`src/rtl/refresh_sched_pkg.sv`:
```
package refresh_sched_pkg;

  typedef enum logic [0:0] {
    ST_IDLE = 1'b0,
    ST_BUSY = 1'b1
  } refState_t;

  // strobes from control to datapath, one cycle each
  typedef struct packed {
    logic reloadHot;   // restart interval timer with the hot length
    logic reloadNorm;  // restart interval timer with the cool length
    logic countIv;     // decrement interval timer
    logic loadTrfc;    // start recovery window
    logic countTrfc;   // decrement recovery counter
    logic incOwed;     // one more refresh owed
    logic decOwed;     // one refresh granted
    logic incRow;      // a refresh completed
  } refStrobe_t;

endpackage

```
`src/rtl/refresh_sched_dp.sv`:
```
module refresh_sched_dp
  import refresh_sched_pkg::*;
#(
  parameter int IV_NORM   = 6250,
  parameter int IV_HOT    = 3125,
  parameter int TRFC_CYC  = 280,
  parameter int MAX_OWED  = 8,
  parameter int REF_COUNT = 8192
) (
  input  logic                          clk,
  input  logic                          rstN,
  input  refStrobe_t                    strobe,
  output logic                          ivZero,
  output logic                          trfcZero,
  output logic                          owedZero,
  output logic                          owedFull,
  output logic [$clog2(MAX_OWED+1)-1:0] owedCount,
  output logic [$clog2(REF_COUNT)-1:0]  rowGroup
);

  localparam int IVW  = $clog2(IV_NORM);
  localparam int TW   = $clog2(TRFC_CYC + 1);
  localparam int OW   = $clog2(MAX_OWED + 1);
  localparam int ROWW = $clog2(REF_COUNT);

  logic [IVW-1:0] ivCnt;
  logic [TW-1:0]  trfcCnt;

  // interval timer
  always_ff @(posedge clk) begin
    if (!rstN) begin
      ivCnt <= IVW'(IV_NORM - 1);
    end else if (strobe.reloadHot) begin
      ivCnt <= IVW'(IV_HOT - 1);
    end else if (strobe.reloadNorm) begin
      ivCnt <= IVW'(IV_NORM - 1);
    end else if (strobe.countIv) begin
      ivCnt <= ivCnt - IVW'(1);
    end
  end

  // recovery window counter
  always_ff @(posedge clk) begin
    if (!rstN) begin
      trfcCnt <= '0;
    end else if (strobe.loadTrfc) begin
      trfcCnt <= TW'(TRFC_CYC - 1);
    end else if (strobe.countTrfc && trfcCnt != '0) begin
      trfcCnt <= trfcCnt - TW'(1);
    end
  end

  // owed refresh counter
  always_ff @(posedge clk) begin
    if (!rstN) begin
      owedCount <= '0;
    end else begin
      unique case ({strobe.incOwed, strobe.decOwed})
        2'b10:   owedCount <= owedCount + OW'(1);
        2'b01:   owedCount <= owedCount - OW'(1);
        default: owedCount <= owedCount;
      endcase
    end
  end

  // row-group counter, wraps naturally at a power of two
  always_ff @(posedge clk) begin
    if (!rstN) begin
      rowGroup <= '0;
    end else if (strobe.incRow) begin
      rowGroup <= rowGroup + ROWW'(1);
    end
  end

  assign ivZero   = (ivCnt == '0);
  assign trfcZero = (trfcCnt == '0);
  assign owedZero = (owedCount == '0);
  assign owedFull = (owedCount == OW'(MAX_OWED));

endmodule

```
`src/rtl/refresh_sched_ctrl.sv`:
```
module refresh_sched_ctrl
  import refresh_sched_pkg::*;
(
  input  logic       clk,
  input  logic       rstN,
  input  logic       hotTemp,
  input  logic       refGrant,
  input  logic       ivZero,
  input  logic       trfcZero,
  input  logic       owedZero,
  input  logic       owedFull,
  output refStrobe_t strobe,
  output logic       refReq,
  output logic       devBusy
);

  refState_t state, stateNext;
  logic      accept;

  assign refReq  = (state == ST_IDLE) && !owedZero;
  assign devBusy = (state == ST_BUSY);
  assign accept  = refReq && refGrant;

  always_comb begin
    stateNext = state;
    unique case (state)
      ST_IDLE: if (accept)   stateNext = ST_BUSY;
      ST_BUSY: if (trfcZero) stateNext = ST_IDLE;
      default: stateNext = ST_IDLE;
    endcase
  end

  always_ff @(posedge clk) begin
    if (!rstN) state <= ST_IDLE;
    else       state <= stateNext;
  end

  always_comb begin
    strobe            = '0;
    strobe.reloadHot  = ivZero && hotTemp;
    strobe.reloadNorm = ivZero && !hotTemp;
    strobe.countIv    = !ivZero;
    strobe.loadTrfc   = accept;
    strobe.countTrfc  = devBusy;
    strobe.decOwed    = accept;
    strobe.incOwed    = ivZero && (!owedFull || accept);
    strobe.incRow     = devBusy && trfcZero;
  end

endmodule

```
`src/rtl/refresh_sched.sv`:
```
module refresh_sched
  import refresh_sched_pkg::*;
#(
  parameter int CLK_MHZ      = 800,
  parameter int RETENTION_US = 64000,
  parameter int REF_COUNT    = 8192,
  parameter int TRFC_CYC     = 280,
  parameter int POSTPONE_MAX = 8
) (
  input  logic                              clk,
  input  logic                              rstN,
  input  logic                              hotTemp,
  input  logic                              refGrant,
  output logic                              refReq,
  output logic                              refUrgent,
  output logic                              devBusy,
  output logic [$clog2(POSTPONE_MAX+1)-1:0] owedCount,
  output logic [$clog2(REF_COUNT)-1:0]      rowGroup
);

  localparam int IV_NORM = (CLK_MHZ * RETENTION_US) / REF_COUNT;
  localparam int IV_HOT  = (CLK_MHZ * RETENTION_US) / (2 * REF_COUNT);

  refStrobe_t strobe;
  logic ivZero, trfcZero, owedZero, owedFull;

  refresh_sched_ctrl ctrl_i (
    .clk      (clk),
    .rstN     (rstN),
    .hotTemp  (hotTemp),
    .refGrant (refGrant),
    .ivZero   (ivZero),
    .trfcZero (trfcZero),
    .owedZero (owedZero),
    .owedFull (owedFull),
    .strobe   (strobe),
    .refReq   (refReq),
    .devBusy  (devBusy)
  );

  refresh_sched_dp #(
    .IV_NORM   (IV_NORM),
    .IV_HOT    (IV_HOT),
    .TRFC_CYC  (TRFC_CYC),
    .MAX_OWED  (POSTPONE_MAX),
    .REF_COUNT (REF_COUNT)
  ) dp_i (
    .clk       (clk),
    .rstN      (rstN),
    .strobe    (strobe),
    .ivZero    (ivZero),
    .trfcZero  (trfcZero),
    .owedZero  (owedZero),
    .owedFull  (owedFull),
    .owedCount (owedCount),
    .rowGroup  (rowGroup)
  );

  assign refUrgent = owedFull;

endmodule

```
`config.mk`:
```
export PLATFORM = sky130hd
export DESIGN_NAME = refresh_sched
export DESIGN_NICKNAME = d
export VERILOG_FILES = /design/src/rtl/refresh_sched_pkg.sv /design/src/rtl/refresh_sched_dp.sv /design/src/rtl/refresh_sched_ctrl.sv /design/src/rtl/refresh_sched.sv
export SDC_FILE = /design/constraint.sdc
export NUM_CORES = 1
export LEC_CHECK = 0
export ABC_AREA = 1
export CAP_MARGIN = 30
export CORE_UTILIZATION = 25
export CTS_BUF_LIST = sky130_fd_sc_hd__clkbuf_8 sky130_fd_sc_hd__clkbuf_16
export DETAILED_ROUTE_END_ITERATION = 10
export GPL_TIMING_DRIVEN = 0
export PLACE_DENSITY_LB_ADDON = 0.3
export RECOVER_POWER = 100
export SYNTH_ARGS = -nofsm -noshare
export SYNTH_HDL_FRONTEND = slang
export SYNTH_SLANG_ARGS = --single-unit
```
`constraint.sdc`:
```
create_clock -name clk -period 4 [get_ports clk]
set_input_delay 0.4 -clock clk [delete_from_list [all_inputs] [get_ports clk]]
set_output_delay 0.4 -clock clk [all_outputs]
set_load 0.01 [all_outputs]
```
### Word-level counts from Yosys, hierarchy flattened

Index checks and enable logic that the tools add are counted.

| operators by class | value |
|---|---|
| reductions and logical operators | 19 |
| add/sub/neg operators | 5 |
| bitwise operators | 2 |
| equality and inequality tests | 4 |
| muxes and demuxes | 9 |

Operators by type and width:

| operator | number |
|---|---|
| 2-to-1 mux 13 bit | 3 |
| 2-to-1 mux 9 bit | 2 |
| adder 13 x 1 -> 13 bit (second input constant) | 1 |
| logical NOT 13 bit | 1 |
| subtractor 13 x 1 -> 13 bit (second input constant) | 1 |
| logical NOT 9 bit | 1 |
| nonzero test 9 bit | 1 |
| subtractor 9 x 1 -> 9 bit (second input constant) | 1 |
| one-hot mux 4 bit (2 select lines) | 1 |
| logical AND 1 bit | 7 |
| adder 4 x 1 -> 4 bit (second input constant) | 1 |
| == test 4 bit (second input constant) | 1 |
| logical NOT 4 bit | 1 |
| nonzero test 2 bit | 2 |
| subtractor 4 x 1 -> 4 bit (second input constant) | 1 |
| logical NOT 1 bit | 3 |
| != test 3 bit (second input constant) | 1 |
| OR reduction 3 bit | 1 |
| == test 2 x 1 -> 1 bit (second input constant) | 1 |
| == test 2 bit (second input constant) | 1 |
| 2-to-1 mux 1 bit | 2 |
| NOT 1 bit | 2 |
| one-hot mux 1 bit (2 select lines) | 1 |
| OR reduction 2 bit | 1 |
| logical OR 1 bit | 1 |

| word-level totals | value |
|---|---|
| bits in registers | 40 |

### Depth between registers and ports, before layout

| depth | value |
|---|---|
| depth after elaboration | 8 |
| mapped depth | 16 |

### By module

A second synthesis with hierarchy kept.

| unflattened totals | value |
|---|---|
| cells, all modules | 332 |
| area total of the unflattened synthesis | 2294.7 µm² |

Modules (own cells, without submodules):

| module | times used | area each (µm²) | cells an instance |
|---|---|---|---|
| refresh_sched_dp | 1 | 2184.6 | 314 |
| refresh_sched_ctrl | 1 | 110.1 | 18 |

### Worst setup path before layout

OpenSTA, ideal clock, no wires.

| path | value |
|---|---|
| path type | register -> register |
| start | reg dp_i.ivCnt[0] |
| end | reg dp_i.owedCount[3] |
| data arrival time | 1.882 ns |
| period minus slack after synthesis | 1.997 ns |
| path slack | 2.003 ns |
| path buffers | 0 |
| stages on the path, launching flop included | 15 |
| setup time | 0.115 ns |
| data required time | 3.885 ns |
| cells stage by stage | dfxtp_1 inv_1 ha_1 nand2_2 nor2_8 nand3_4 nand2_4 inv_2 ha_1 nand2_1 nand2_1 nor2_1 nand3_1 a21oi_1 nor2_1 |

| on the way | value |
|---|---|
| cells in the longest elaborated chain, start to end | 4 |

Ends and longest elaborated chain:

| what | line | source |
|---|---|---|
| from (decl) | refresh_sched_dp.sv:26 | `logic [IVW-1:0] ivCnt;` |
| from (signal assigned) | refresh_sched_dp.sv:32 | `ivCnt <= IVW'(IV_NORM - 1);` |
| from (signal assigned) | refresh_sched_dp.sv:34 | `ivCnt <= IVW'(IV_HOT - 1);` |
| from (signal assigned) | refresh_sched_dp.sv:36 | `ivCnt <= IVW'(IV_NORM - 1);` |
| logical NOT 13 bit (*) | refresh_sched_dp.sv:75 | `assign ivZero = (ivCnt == '0);` |
| logical AND 1 bit (*) | refresh_sched_ctrl.sv:46 | `strobe.incOwed = ivZero && (!owedFull \|\| accept);` |
| == test 2 x 1 -> 1 bit / == test 2 bit (equally long branches) | refresh_sched_dp.sv:58 | `unique case ({strobe.incOwed, strobe.decOwed})` |
| one-hot mux 4 bit (2 select lines) / nonzero test 2 bit (equally long branches) | n/a |  |
| to (signal assigned) | refresh_sched_dp.sv:59 | `2'b10: owedCount <= owedCount + OW'(1);` |
| to (signal assigned) | refresh_sched_dp.sv:60 | `2'b01: owedCount <= owedCount - OW'(1);` |
| to (signal assigned) | refresh_sched_dp.sv:61 | `default: owedCount <= owedCount;` |
| to (decl) | refresh_sched_dp.sv:17 | `output logic [$clog2(MAX_OWED+1)-1:0] owedCount,` |

Every way passes the cells marked *; elsewhere a longest branch is shown, timed or not.
A chain may end at the register's enable or synchronous reset.

### Worst setup path in the final report

Same ends and word-level chain as after synthesis.

==> impl_metrics.csv <==
group,metric,value,unit
layout,post-route-util,31.15,%
route,drt-pass1-iter-count,4,
timing,rsz0062_at_grt,"false",
min_path,min_path_cells,1,
global_route,grt_max_degree,14,
route,drc,0,
global_route,grt_use_total,11.19,%
worst_setup_path,timing.rr.end,"dp_i.owedCount[3]",
yosys,ys_warn_count,0,
pwr,power_density,561.2,mW/mm²
yosys,synth_fp_nets,332,
worst_setup_path,critPathLaunch,"dp_i.ivCnt[0]",
floorplan,coreArea,0.008382,mm²
timing,fmax,0.3835,GHz
route,drtIter0Drc,79,
yosys,ys_ff_latch,40,
clocking,ctsLongestPathBuffers,2,
timing,finalMaxSlewViolations,0,
yosys,syn_area,0.002201,mm²
floorplan,ios,24,
worst_setup_path,critPathLaunchType,"flip-flop",
layout,area_growth,18.65,%
clocking,cts_tree,"done",
yosys,seq_area_frac_synth,36.38,%
global_route,antenna_found_initial,0,
flow_run,drv_cap,0,
timing,maxSlewHeadroom,56.83,%
route,drtAntennaViolNets,0,
timing,tightestPinTransition,0.6425,ns
worst_setup_path,endpoint_kind,"flip-flop",
layout,drive_above_1_share,4.274,%
timing,min_period_over_period,65.19,%
floorplan,die_w,95.83,µm
timing,hold_slack,0.4571,ns
floorplan,dieHeight,95.83,µm
route,vias,1959,
yosys,netlist_instances,321,
clocking,postCtsResizedCells,0,
min_path,hold_path.startpoint,"dp_i.ivCnt[0]",
clocking,clock-sinks,40,
global_route,grt_first_pass_wirelength,7941,µm
worst_setup_path,crit_arrival,2.80,ns
layout,seqCellArea,800.8,µm²
route,wire_per_inst,10.32,µm
timing,finClkSkew,0.008690,ns
place,io_buffers,22,
timing,hold_viol_final,0,
worst_setup_path,crit_required,4.20,ns
min_path,hp-class,"reg -> reg",
floorplan,rows,33,
run_status,status,"finished clean",
worst_setup_path,rrSetupSlack,1.39,ns
clocking,postCtsSetupBuffers,0,
global_route,grt_pass1_vias,1827,
global_route,grt-ovfl-total,0,
place,place_hpwl,3607,µm
clocking,path_clk_slew,0.09,ns
pwr,p_leak,1.129,nW
timing,finalSetupViolations,0,
worst_setup_path,timing.rr.start,"dp_i.ivCnt[0]",
clocking,cts-root-buf,"clkbuf_8",
timing,final.setup.tns,0,ns
clocking,cts_made_buffers,5,
yosys,syn_avg_cell_area,6.856,µm²
clocking,clock_latency,0.30,ns
worst_setup_path,criticalPathCategory,"reg -> reg",
layout,n_antenna_cell,0,
place,gp_congestion,0.7756,
timing,period_minus_slack,2.607,ns
clocking,ctsHoldBuffers,0,
layout,fill_cells,926,
layout,nets,361,
worst_setup_path,worstPathMaxFanout,6,
min_path,whs_endpoint,"dp_i.ivCnt[0]",
pwr,peakVddDrop,0.1624,mV
route,drt_wl_total,4706,µm
clocking,htreeDepth,2,
floorplan,die_area,0.009182,mm²
floorplan,start_util,26.26,%
route,via_per_inst,4.296,
yosys,yosysUniqueCellTypes,28,
worst_setup_path,r2r_cells,14,
layout,multiInputGateArea,0.001154,mm²
==> worst max path at each step <==
stage | depth (start not counted) | to
5_1_grt | 14 | dp_i.owedCount[3]
3_3_place_gp | 12 | dp_i.owedCount[3]
2_1_floorplan | 14 | dp_i.owedCount[3]
4_1_cts | 16 | dp_i.owedCount[3]
6_report | 14 | dp_i.owedCount[3]
3_5_place_dp | 14 | dp_i.owedCount[3]
==> registers in the layout (all words and copies together) (netlist names) <==
name	count
dp_i.ivCnt	13
dp_i.rowGroup	13
dp_i.trfcCnt	9
dp_i.owedCount	4
ctrl_i.devBusy	1
==> cells in the final DEF (no fill, tap or decap), drive strengths merged <==
cell type / Yosys / layout
a21oi: 19 / 19
a31oi: 1 / 1
and2: 1 / 1
bufinv: 0 / 1
clkbuf: 3 / 10
clkdlybuf4s50: 0 / 2
clkinv: 0 / 1
dfxtp: 40 / 40
dlygate4sd3: 0 / 20
fa: 1 / 1
ha: 6 / 6
inv: 45 / 45
nand2: 85 / 85
nand3: 19 / 19
nand3b: 1 / 1
nand4: 6 / 6
nor2: 55 / 55
nor3: 7 / 7
o211ai: 2 / 2
o21ai: 13 / 13
or2: 1 / 1
xnor2: 7 / 7
xor2: 8 / 8
==> per-layer routing <==
layer / vias up / global-route usage (%) / share of wire (%)
li1: 1062 / - / -
met1: 878 / 13.47 / 51
met2: 17 / 19.23 / 46
met3: 2 / 2.765 / 2.4
met4: 0 / 4.104 / 0.74
met5: - / 0 / 0
==> kinds of logic after synthesis <==
logic type,Yosys count,share of synthesized area (%)
buf+inv,49,8.414
fa+ha+maj,7,4.321
flops,40,36.38
simple gates,175,36.67
xor+xnor,15,5.969
compound gates,35,8.243
==> power breakdown <==
| part | switching (W) | internal [W] |
|---|---|---|
| clock | 0.000156 | 0.000204 |
| combinational | 0.000361 | 0.000233 |
| sequential | 0.0000534 | 0.000458 |
==> area by class of cell <==
cell class	instances	area share [%]
multi-input cells	232	44.18
flip-flops and latches	40	30.67
repair buffers	22	8.433
inverters	45	6.469
well taps	105	5.031
clock buffers	6	3.162
clock inverters	2	1.485
plain buffers	4	0.5750
==> through the flow <==
stage / total power [W] / worst slack (ns) / instances / cell area, µm²
after floorplan: 0.0009740 / 2.003 / 321 / 2201
final: 0.001465 / 1.393 / 456 / 2611
after CTS: 0.001527 / 1.792 / 456 / 2674
after global routing: 0.001602 / 1.211 / 456 / 2611
after global placement: 0.001148 / 1.547 / 448 / 2552
after detailed placement: 0.001157 / 1.540 / 448 / 2552
==> Yosys cell counts <==
master,instances,area share [%]
nand2_1,80,14
inv_2,3,0.51
nor3_1,6,1.4
nand2_4,1,0.51
nor2_8,1,0.91
a21oi_1,19,4.3
o211ai_1,2,0.68
nand3b_1,1,0.34
a31oi_1,1,0.28
nand2_2,4,1.1
dfxtp_1,40,36
ha_1,6,3.4
o21ai_0,13,3.0
nand3_1,18,4.1
and2_1,1,0.28
nor2_4,4,2.0
nor2_2,5,1.4
nand3_4,1,0.80
fa_1,1,0.91
nor2_1,45,7.7
xnor2_1,7,2.8
clkbuf_1,3,0.51
buf_2,1,0.23
nor3_2,1,0.45
or2_1,1,0.28
nand4_1,6,1.7
xor2_1,8,3.2
inv_1,42,7.2
==> worst max-delay path, cell delays in order, from the launching register on <==
cell,delay [ns]
dfxtp_1,0.32
inv_1,0.07
ha_1,0.21
nand2_1,0.11
nor2_1,0.28
nand3_1,0.36
nand2_4,0.16
inv_1,0.08
ha_1,0.32
nand2_1,0.07
nand2_1,0.04
nor2_1,0.14
nand3_1,0.11
a21oi_1,0.17
nor2_1,0.05
Power figures use the tool's default switching activity.
